===== src/rtl/owsr_pkg.sv =====
package owsr_pkg;

   typedef enum logic [1:0] {
      OP_RESET = 2'd0,
      OP_WRITE = 2'd1,
      OP_READ  = 2'd2
   } owsr_op_e;

   typedef enum logic [1:0] {
      STAT_OK     = 2'd0,
      STAT_NOPRES = 2'd1,
      STAT_DATA   = 2'd2
   } owsr_stat_e;

   typedef enum logic [2:0] {
      PH_IDLE  = 3'd0,
      PH_RESET = 3'd1,
      PH_CMD   = 3'd2,
      PH_RDT   = 3'd3,
      PH_RDC   = 3'd4,
      PH_WR    = 3'd5
   } owsr_phase_e;

endpackage


===== src/rtl/owsr_branch.sv =====
// Combinational branch decision for one identifier position.
module owsr_branch #(
   parameter int POS_W = 8
) (
   input  logic             rd_true,
   input  logic             rd_comp,
   input  logic [POS_W-1:0] disc,
   input  logic [POS_W-1:0] pos,
   input  logic             prev_bit,
   output logic             choose,
   output logic             took_one,
   output logic             err
);
   logic conflict;
   logic pick_one;

   always_comb begin
      conflict = !rd_true && !rd_comp;
      err      = rd_true && rd_comp;
      pick_one = (disc > pos) || (prev_bit && (disc != pos));
      choose   = conflict ? pick_one : rd_true;
      took_one = conflict && pick_one;
   end
endmodule


===== src/rtl/owsr_idreg.sv =====
// Identifier register: loaded with the previous identifier, rewritten bit by bit.
module owsr_idreg #(
   parameter int ID_W      = 64,
   parameter int POS_W     = 8,
   parameter bit LSB_FIRST = 1'b1
) (
   input  logic             clk,
   input  logic             rst_n,
   input  logic             load,
   input  logic [ID_W-1:0]  load_val,
   input  logic             we,
   input  logic [POS_W-1:0] pos,
   input  logic             wbit,
   output logic [ID_W-1:0]  id,
   output logic             prev_bit
);
   localparam int IDX_W = (ID_W > 1) ? $clog2(ID_W) : 1;

   logic [POS_W-1:0] idx_full;
   logic [IDX_W-1:0] idx;
   logic [ID_W-1:0]  id_q;

   generate
      if (LSB_FIRST) begin : g_lsb
         assign idx_full = POS_W'(ID_W) - pos;
      end else begin : g_msb
         assign idx_full = pos - POS_W'(1);
      end
   endgenerate

   assign idx      = idx_full[IDX_W-1:0];
   assign prev_bit = id_q[idx];
   assign id       = id_q;

   always_ff @(posedge clk or negedge rst_n) begin
      if (!rst_n) begin
         id_q <= '0;
      end else if (load) begin
         id_q <= load_val;
      end else if (we) begin
         id_q[idx] <= wbit;
      end
   end
endmodule


===== src/rtl/owsr_ctrl.sv =====
// Pass sequencer: reset slot, command bits, then read/read/write per position.
module owsr_ctrl
   import owsr_pkg::*;
#(
   parameter int              ID_W      = 64,
   parameter int              POS_W     = 8,
   parameter int              CMD_W     = 8,
   parameter logic [CMD_W-1:0] CMD_CODE = 8'hF0,
   parameter logic [POS_W-1:0] LAST_MARK = '0
) (
   input  logic             clk,
   input  logic             rst_n,
   input  logic             start,
   input  logic [POS_W-1:0] start_disc,
   input  logic             bus_ack,
   input  logic             bus_rbit,
   input  logic             choose,
   input  logic             took_one,
   input  logic             err,
   output owsr_phase_e      phase,
   output logic             busy,
   output logic             bus_req,
   output owsr_op_e         bus_op,
   output logic             bus_wbit,
   output logic [POS_W-1:0] pos,
   output logic [POS_W-1:0] disc,
   output logic             rd_true,
   output logic             load,
   output logic             id_we,
   output logic             done,
   output owsr_stat_e       status,
   output logic [POS_W-1:0] next_disc
);
   localparam int CB_W = (CMD_W > 1) ? $clog2(CMD_W) : 1;
   localparam logic [CB_W-1:0] CB_LAST = CB_W'(CMD_W - 1);

   owsr_phase_e      ph_q;
   logic             pend_q;
   logic [POS_W-1:0] pos_q;
   logic [POS_W-1:0] disc_q;
   logic [CB_W-1:0]  cb_q;
   logic             rt_q;
   logic             wb_q;
   logic             done_q;
   owsr_stat_e       stat_q;
   logic [POS_W-1:0] nd_q;
   logic             acked;

   assign phase     = ph_q;
   assign busy      = (ph_q != PH_IDLE);
   assign bus_req   = busy && !pend_q;
   assign acked     = bus_ack && pend_q;
   assign pos       = pos_q;
   assign disc      = disc_q;
   assign rd_true   = rt_q;
   assign load      = start && !busy;
   assign id_we     = acked && (ph_q == PH_RDC) && !err;
   assign done      = done_q;
   assign status    = stat_q;
   assign next_disc = nd_q;

   always_comb begin
      case (ph_q)
         PH_RESET:        bus_op = OP_RESET;
         PH_RDT, PH_RDC:  bus_op = OP_READ;
         default:         bus_op = OP_WRITE;
      endcase
      case (ph_q)
         PH_CMD:  bus_wbit = CMD_CODE[cb_q];
         PH_WR:   bus_wbit = wb_q;
         default: bus_wbit = 1'b1;
      endcase
   end

   always_ff @(posedge clk or negedge rst_n) begin
      if (!rst_n) begin
         ph_q   <= PH_IDLE;
         pend_q <= 1'b0;
         pos_q  <= '0;
         disc_q <= '0;
         cb_q   <= '0;
         rt_q   <= 1'b0;
         wb_q   <= 1'b0;
         done_q <= 1'b0;
         stat_q <= STAT_OK;
         nd_q   <= LAST_MARK;
      end else begin
         done_q <= 1'b0;
         if (bus_req) pend_q <= 1'b1;
         case (ph_q)
            PH_IDLE: begin
               if (start) begin
                  ph_q   <= PH_RESET;
                  pend_q <= 1'b0;
                  pos_q  <= POS_W'(ID_W);
                  disc_q <= start_disc;
                  cb_q   <= '0;
                  stat_q <= STAT_OK;
                  nd_q   <= LAST_MARK;
               end
            end
            PH_RESET: begin
               if (acked) begin
                  pend_q <= 1'b0;
                  if (!bus_rbit) begin
                     ph_q   <= PH_IDLE;
                     stat_q <= STAT_NOPRES;
                     done_q <= 1'b1;
                  end else begin
                     ph_q <= PH_CMD;
                  end
               end
            end
            PH_CMD: begin
               if (acked) begin
                  pend_q <= 1'b0;
                  if (cb_q == CB_LAST) ph_q <= PH_RDT;
                  else                 cb_q <= cb_q + CB_W'(1);
               end
            end
            PH_RDT: begin
               if (acked) begin
                  pend_q <= 1'b0;
                  rt_q   <= bus_rbit;
                  ph_q   <= PH_RDC;
               end
            end
            PH_RDC: begin
               if (acked) begin
                  pend_q <= 1'b0;
                  if (err) begin
                     ph_q   <= PH_IDLE;
                     stat_q <= STAT_DATA;
                     done_q <= 1'b1;
                  end else begin
                     wb_q <= choose;
                     if (took_one) nd_q <= pos_q;
                     ph_q <= PH_WR;
                  end
               end
            end
            PH_WR: begin
               if (acked) begin
                  pend_q <= 1'b0;
                  if (pos_q == POS_W'(1)) begin
                     ph_q   <= PH_IDLE;
                     done_q <= 1'b1;
                  end else begin
                     pos_q <= pos_q - POS_W'(1);
                     ph_q  <= PH_RDT;
                  end
               end
            end
            default: ph_q <= PH_IDLE;
         endcase
      end
   end
endmodule


===== src/rtl/owsr_search_pass.sv =====
module owsr_search_pass
   import owsr_pkg::*;
#(
   parameter int               ID_W      = 64,
   parameter int               POS_W     = 8,
   parameter int               CMD_W     = 8,
   parameter logic [CMD_W-1:0] CMD_CODE  = 8'hF0,
   parameter logic [POS_W-1:0] LAST_MARK = '0,
   parameter bit               LSB_FIRST = 1'b1
) (
   input  logic             clk,
   input  logic             rst_n,
   input  logic             start,
   input  logic [POS_W-1:0] start_disc,
   input  logic [ID_W-1:0]  prev_id,
   output logic             bus_req,
   output logic [1:0]       bus_op,
   output logic             bus_wbit,
   input  logic             bus_ack,
   input  logic             bus_rbit,
   output logic [ID_W-1:0]  id_out,
   output logic [POS_W-1:0] next_disc,
   output logic [1:0]       status,
   output logic             done
);
   generate
      if (ID_W < 2) begin : g_bad_id
         $error("ID_W must be at least 2");
      end
      if (ID_W >= (2 ** POS_W) - 1) begin : g_bad_pos
         $error("POS_W too narrow for ID_W and the fresh-start marker");
      end
      if (CMD_W < 1) begin : g_bad_cmd
         $error("CMD_W must be at least 1");
      end
   endgenerate

   owsr_phase_e      phase_w;
   owsr_op_e         op_w;
   owsr_stat_e       stat_w;
   logic             busy_w;
   logic [POS_W-1:0] pos_w;
   logic [POS_W-1:0] disc_w;
   logic             rt_w;
   logic             load_w;
   logic             we_w;
   logic             choose_w;
   logic             took_w;
   logic             err_w;
   logic             prev_bit_w;

   owsr_ctrl #(
      .ID_W(ID_W), .POS_W(POS_W), .CMD_W(CMD_W),
      .CMD_CODE(CMD_CODE), .LAST_MARK(LAST_MARK)
   ) u_ctrl (
      .clk(clk), .rst_n(rst_n), .start(start), .start_disc(start_disc),
      .bus_ack(bus_ack), .bus_rbit(bus_rbit),
      .choose(choose_w), .took_one(took_w), .err(err_w),
      .phase(phase_w), .busy(busy_w), .bus_req(bus_req), .bus_op(op_w),
      .bus_wbit(bus_wbit), .pos(pos_w), .disc(disc_w), .rd_true(rt_w),
      .load(load_w), .id_we(we_w), .done(done), .status(stat_w),
      .next_disc(next_disc)
   );

   owsr_branch #(.POS_W(POS_W)) u_branch (
      .rd_true(rt_w), .rd_comp(bus_rbit), .disc(disc_w), .pos(pos_w),
      .prev_bit(prev_bit_w), .choose(choose_w), .took_one(took_w),
      .err(err_w)
   );

   owsr_idreg #(.ID_W(ID_W), .POS_W(POS_W), .LSB_FIRST(LSB_FIRST)) u_id (
      .clk(clk), .rst_n(rst_n), .load(load_w), .load_val(prev_id),
      .we(we_w), .pos(pos_w), .wbit(choose_w), .id(id_out),
      .prev_bit(prev_bit_w)
   );

   assign bus_op = op_w;
   assign status = stat_w;
endmodule


===== config.mk =====
export PLATFORM = sky130hd
export DESIGN_NAME = owsr_search_pass
export DESIGN_NICKNAME = d
export VERILOG_FILES = /design/src/rtl/owsr_pkg.sv /design/src/rtl/owsr_branch.sv /design/src/rtl/owsr_idreg.sv /design/src/rtl/owsr_ctrl.sv /design/src/rtl/owsr_search_pass.sv
export SDC_FILE = /design/constraint.sdc
export NUM_CORES = 1
export LEC_CHECK = 0
export BUFFER_PORTS_ARGS = -buffer_cell sky130_fd_sc_hd__buf_2
export CORE_ASPECT_RATIO = 1.5
export CORE_MARGIN = 2
export CORE_UTILIZATION = 50
export CTS_CLUSTER_SIZE = 12
export DETAILED_ROUTE_END_ITERATION = 10
export PLACE_DENSITY = 0.76
export SETUP_SLACK_MARGIN = 0.05
export SLEW_MARGIN = 30
export SYNTH_ARGS = -nofsm -noshare
export SYNTH_HDL_FRONTEND = slang
export SYNTH_SLANG_ARGS = --single-unit

===== constraint.sdc =====
create_clock -name clk -period 5.4 [get_ports clk]
set_input_delay 0 -clock clk [delete_from_list [all_inputs] [get_ports clk]]
set_output_delay 0 -clock clk [all_outputs]
set_load 0.01 [all_outputs]

* Word level (Yosys, flattened, before mapping)
Memory sizes are Yosys's and may differ from the RTL's.
Index checks and enable logic that the tools add are counted.
** Word-level totals
- Memories :: 1
- Logic and storage cells :: 126
- ROM bits :: 8
- Register bits after elaboration :: 100
- Bits of input ports :: 77
- Output and inout port bits :: 79
** Cells by class
- Reduce and logical (&&, ||, !) cells :: 33
- Multiplexer cells :: 52
- $add $sub $neg :: 3
- Bitwise gates (word level) :: 1
- Equality and inequality tests :: 21
- $lt $le $gt $ge :: 4
** Memories
- (name not given) :: depth 8, width 1, rd ports 1, clocked after Yosys merged registers in 0, write ports 0, line owsr_ctrl.sv:69 : PH_CMD: bus_wbit = CMD_CODE[cb_q];
** Operator list (number)
- 64-bit 2-to-1 mux :: 2
- 64-bit bitwise mux :: 1
- 8-bit 2-to-1 mux :: 7
- 3-bit 2-to-1 mux :: 11
- 8-bit one-hot mux with 2 select lines :: 2
- 3-bit one-hot mux with 6 select lines :: 1
- 2-bit 2-to-1 mux :: 7
- 2-bit by 1-bit != test with 1-bit output, second input constant :: 7
- 1-bit 2-to-1 mux :: 13
- 2-bit != test, second input constant :: 6
- 1-bit logical AND :: 10
- 3-bit equality test, second input constant :: 3
- 8-bit by 1-bit equality test with 1-bit output, second input constant :: 1
- 8-bit greater-than comparator :: 1
- 8-bit != test :: 1
- 4-bit AND reduction :: 2
- 2-bit nonzero test :: 4
- 8-bit by 1-bit subtractor with 8-bit output, second input constant :: 1
- 6-bit by 7-bit < comparator with 1-bit output, second input constant :: 1
- 7-bit AND reduction :: 1
- 1-bit binary-select mux with 6-bit select :: 1
- 1-bit demux with 6-bit select :: 1
- 3-bit by 2-bit equality test with 1-bit output, second input constant :: 2
- 6-bit by 1-bit >= comparator with 1-bit output, second input constant :: 1
- other kinds (20) :: 27

* Logic depth before layout (Yosys ltp)
- Depth in word-level cells :: 10
- Mapped depth :: 16
- Depth with buffers taken out :: 10

* Cells and area by module
A second synthesis with hierarchy kept.
** Unflattened totals
- Cells, all modules :: 700
- Area total of the unflattened synthesis :: 6312.3 µm²
** By module, submodules not included
- owsr_idreg :: sequential area each 1601.5 µm², area each 4129.0 µm², cells an instance 464, instances 1
- owsr_ctrl :: sequential area each 900.9 µm², area each 1949.4 µm², cells an instance 204, instances 1
- owsr_branch :: sequential area each 0.0 µm², area each 234.0 µm², cells an instance 32, instances 1

* Worst setup path after synthesis
No wires, ideal clock.
- Path kind :: register to register
- Start point :: register u_ctrl.pos_q[0], in the netlist u_ctrl.pos[0]
- End point :: register u_id.id_q[32], in the netlist u_id.id[32]
- Setup time :: 0.097 ns
- Data arrival time :: 2.989 ns
- Path buffers :: 3
- Stages on the path, launching flop included :: 14
- Period minus slack after synthesis :: 3.086 ns
- Required time :: 5.303 ns
- Slack :: 2.314 ns
- Path through :: dfrtp_1 buf_2 inv_1 ha_1 xor2_2 mux4_2 and4bb_1 a211oi_1 o21ai_1 a31oi_1 nor2_1 buf_6 buf_6 o31ai_1
** On the way
- Word-level cells in the longest chain between the ends :: 9
- Elaborated cells on any way between the ends :: 16
- Classes of those cells :: add/sub (1); order compare (3); eq/ne (1); mux (8); reduce/logical (3)
** Ends and longest elaborated chain
- start, declared :: line owsr_ctrl.sv:39 : logic [POS_W-1:0] pos_q;
- start signal, assigned :: line owsr_ctrl.sv:95 : pos_q <= POS_W'(ID_W);
- start signal, assigned :: line owsr_ctrl.sv:149 : pos_q <= pos_q - POS_W'(1);
- 1-bit by 6-bit subtractor with 6-bit output :: line owsr_idreg.sv:25 : assign idx_full = POS_W'(ID_W) - pos;
- 1-bit binary-select mux with 6-bit select :: line owsr_idreg.sv:32 : assign prev_bit = id_q[idx];
- 1-bit 2-to-1 mux (not written as such) :: line owsr_idreg.sv:32
- 1-bit logical AND :: line owsr_branch.sv:20 : pick_one = (disc > pos) || (prev_bit && (disc != pos));
- 1-bit logical OR :: line owsr_branch.sv:20
- 1-bit 2-to-1 mux :: line owsr_branch.sv:21 : choose = conflict ? pick_one : rd_true;
- 64-bit bitwise mux * :: line owsr_idreg.sv:41 : id_q[idx] <= wbit;
- 64-bit 2-to-1 mux * :: line owsr_idreg.sv:40 : end else if (we) begin
- 64-bit 2-to-1 mux * :: line owsr_idreg.sv:38 : end else if (load) begin
- end signal, assigned :: line owsr_idreg.sv:39 : id_q <= load_val;
- end signal, assigned by index :: line owsr_idreg.sv:41
- end, declared :: line owsr_idreg.sv:21 : logic [ID_W-1:0] id_q;
Every way passes the cells marked *; elsewhere a longest branch is shown, timed or not. The select of a mux whose other input is x is not followed.
A chain may end at the register's enable or synchronous reset.

* Worst setup path in the final report
- Start point :: register u_ctrl.pos_q[1], in the netlist u_ctrl.pos[1]
- End point :: register u_id.id_q[10], in the netlist u_id.id[10]
The elaborated chain is that of the path after synthesis.

==> results.md <==
* Outcome: complete, no violations
* Total CTS buffers at 9
* Asr flop ratio synth at 100%
* Setup Skew at 0.00899 ns
* Fin crit period at 3.78 ns
* Final WS setup at 1.62 ns
* R2R setup slack at 1.62 ns
* Count of final setup violators at 0
* Via count at 6924
* IR drop worst, VDD at 353 µV
* Drt pass-1 iters at 6
* First-pass GRT wire length at roughly 35000 µm
* RSZ-0062 raised after global routing: false
* Slew Viols, Final at 0
* Xor/xnor share of the synthesized area at under 10%
* Hold endpoint: u_id.id[43]
* Clock sink count at 100
* CTS clk-pin slew, worst paths at 0.07 ns
* Slew margin rel. at 22.8%
* Main combinational cell family by area after synthesis: compound AO/OA/AOI/OAI gates
* Yosys cell types at 52
* Largest net degree at the start of global routing at 75
* Min-delay src: prev_id[43]
* Worst-Skew Late Latency at about 0.36 ns
* Power density cells at 698 mW/mm²
* Fin area at 0.00798 mm²
* Final period utilization at about 70%
* Area of the die at 0.0131 mm²
* WL/cell at between 20 and 25 µm
* Critical Path AT at around 4.0 ns
* Reg2reg path depth at 12
* N_diodes at 0
* Worst slew pin tran at ~1.2 ns
* Syn nets at 817
* Synth Area in Simple Gates at 18.1%
* CP Capture Type: flip-flop
* Avg Inst Size Synth at 8.40 µm²
* Post-route antenna net violation count at 0
* Setup CP Type: flip-flop to flip-flop
* Worst EP required at 5.64 ns
* Nets at about 1000
* Mapped Cells at 728
* Setup WS pre-CTS at 1.72 ns
* Core area at 0.0120 mm²
* Htree depth at 3
* Clk buf depth at 2
* HPWL after detailed placement at approximately 15000 µm
* Post-synthesis cell area at 0.00611 mm²
* Fmax at ~260 MHz
* R2R Path Start: u_ctrl.pos[1]
* Die W at 94.3 µm
* Starting Density at 51.1%
* Mux contribution to synthesized area at 4.44%
* I/O Pins at between 150 and 200
* CTS root buf: clkbuf_16
* Overall Global Routing Usage at 34.5%
* Synth Register Bits at 100
* Gr ovfl total at 0
* Drt drc at 0
* Final GP Congestion at 0.902
* Final Hold Fails at 0
* Post-synth top flop: dfrtp_1
* Tot Pwr at 5.57 mW
* Post-CTS sizing at 0
* Post-synth top area share at around two fifths
* WL final at 22400 µm
* Synth Warn # at 0
* Class of the worst hold path: primary input to flip-flop
* Post-synth top area cell: dfrtp_1
* Final Util at ~67%
* Layout cells sized above 1 at approximately 22%
* Sequential share of the synthesized area at 40.9%
* Vias in the first global route at 6790
* EDFF count, synth at 0
* # port buffers at about 160
* Iter 0 DRT Violations at ~670
* Initial antenna violation count at 0
* CTS tree: done
* Hold depth at 4
* Setup crit start kind: flip-flop
* R2r endpoint: u_id.id[10]
* Adder-cell area share of the yosys netlist at 2.46%
* Area Growth Syn to Fin at 30.6%
* Synth area leaders: dfrtp_1, a21oi_1, nand2_1, o31ai_1, ha_1
* Die height at 139 µm
* Pleak at 3.60 nW
* Setup TNS at 0 ns
* Placement row count at 49
* Compound-Gate Fraction of Synth Area at 27.4%
* Placed Area at approximately 0.0069 mm²
* Vias per std cell at 6.38
* CP Max Fanout at 65
* Max-cap violation count at 0
[cell type report]
cell class	count	area, µm²
Clock buffer	11	243
Clock inverter	5	85.1
Fill cell	968	3970
Inverter	15	56.3
Multi-Input combinational cell	564	3320
Sequential cell	100	2500
Tap cell	153	191
Timing Repair Buffer	238	1580
[metal layers]
| metal | routed length (µm) | global-route usage, % |
|---|---|---|
| met1 | 7970 | 42.0 |
| met2 | 10800 | 55.1 |
| met3 | 1990 | 6.98 |
| met4 | 1620 | 22.1 |
| met5 | 0 | 0.397 |
[cell usage in the layout, fill, tap and decap left out, types with 13 or more instances in the layout]
cell type,synthesis,routed
inv_1,13,13
nand2_1,148,147
buf_2,10,155
nor2_1,28,27
o31ai_1,68,68
nand3_1,19,19
dfrtp_1,100,99
a21oi_1,144,144
dlygate4sd3_1,0,71
o21ai_0,18,18
[flip-flops by register name (all words and copies together), names as in the netlist]
register and flops:
u_ctrl.phase 3, u_ctrl.pend_q 1, u_id.id 64, u_ctrl.next_disc 8, u_ctrl.disc 8, u_ctrl.wb_q 1
u_ctrl.status 2, u_ctrl.rd_true 1, u_ctrl.done 1, u_ctrl.cb_q 3, u_ctrl.pos 8
[cell usage after synthesis, types with 5 or more instances]
library cell and number:
dfrtp_1 100, o211ai_1 11, nand2_1 148, o21ai_0 18, mux2i_1 8, inv_1 13, nor2_1 28, nand4_1 11
clkbuf_1 26, o31ai_1 68, nand3_1 19, buf_2 10, nor2b_1 5, and3_1 7, nor3_1 14, mux4_2 5
nand2b_1 8, ha_1 12, a21oi_1 144, buf_6 8, xnor2_1 8, a31oi_1 7
[through the flow]
stage	cells	hold WS, ns
after floorplan	728	-0.296
after global placement	998	-0.0510
after detailed placement	999	-0.0485
after CTS	1086	0.0358
after global routing	1086	0.0598
final	1086	0.0321
[where the power goes]
group	switching, mW	leakage, nW	internal, mW	total, mW
logic	2.28	2.17	1.15	3.42
registers	0.360	1.27	1.07	1.43
clock network	0.293	0.156	0.421	0.714
[what timing repair did]
item                                   4_1_cts  5_1_grt
hold buffers                                71        0
endpoints found under the hold margin       99        0
setup buffers                                0        0
[worst max-delay path, stage by stage, from the launching register on]
cell	delay (ns)
dfrtp_1	0.43
inv_1	0.12
ha_1	0.62
buf_4	0.35
nor2b_1	0.40
a221o_1	0.21
a21oi_1	0.06
a211oi_1	0.26
o21ai_1	0.16
a31oi_1	0.26
nor2_4	0.04
buf_4	0.34
o31ai_1	0.39
[worst max path at each step]
stage / from / to / slack (ns) / depth (start not counted)
after floorplan: u_ctrl.pos[0] / u_id.id[32] / 2.31 / 13
after global placement: u_ctrl.pos[0] / u_id.id[55] / 1.54 / 10
after detailed placement: u_ctrl.pos[0] / u_id.id[53] / 1.72 / 11
after CTS: u_ctrl.pos[0] / u_id.id[10] / 1.67 / 11
after global routing: u_ctrl.pos[1] / u_id.id[10] / 1.34 / 12
final: u_ctrl.pos[1] / u_id.id[10] / 1.62 / 12
[cells by family (layout without fill, tap and decap cells)]
group,Yosys count,count (layout)
adders and majority gates,12,12
DFF,100,100
AOI/OAI and AO/OA,272,272
muxes,20,20
buffers and inverters,64,269
and+or+nand+nor,251,251
xor gates and xnor gates,9,9
No activity file was read; power rests on OpenSTA's default activity.
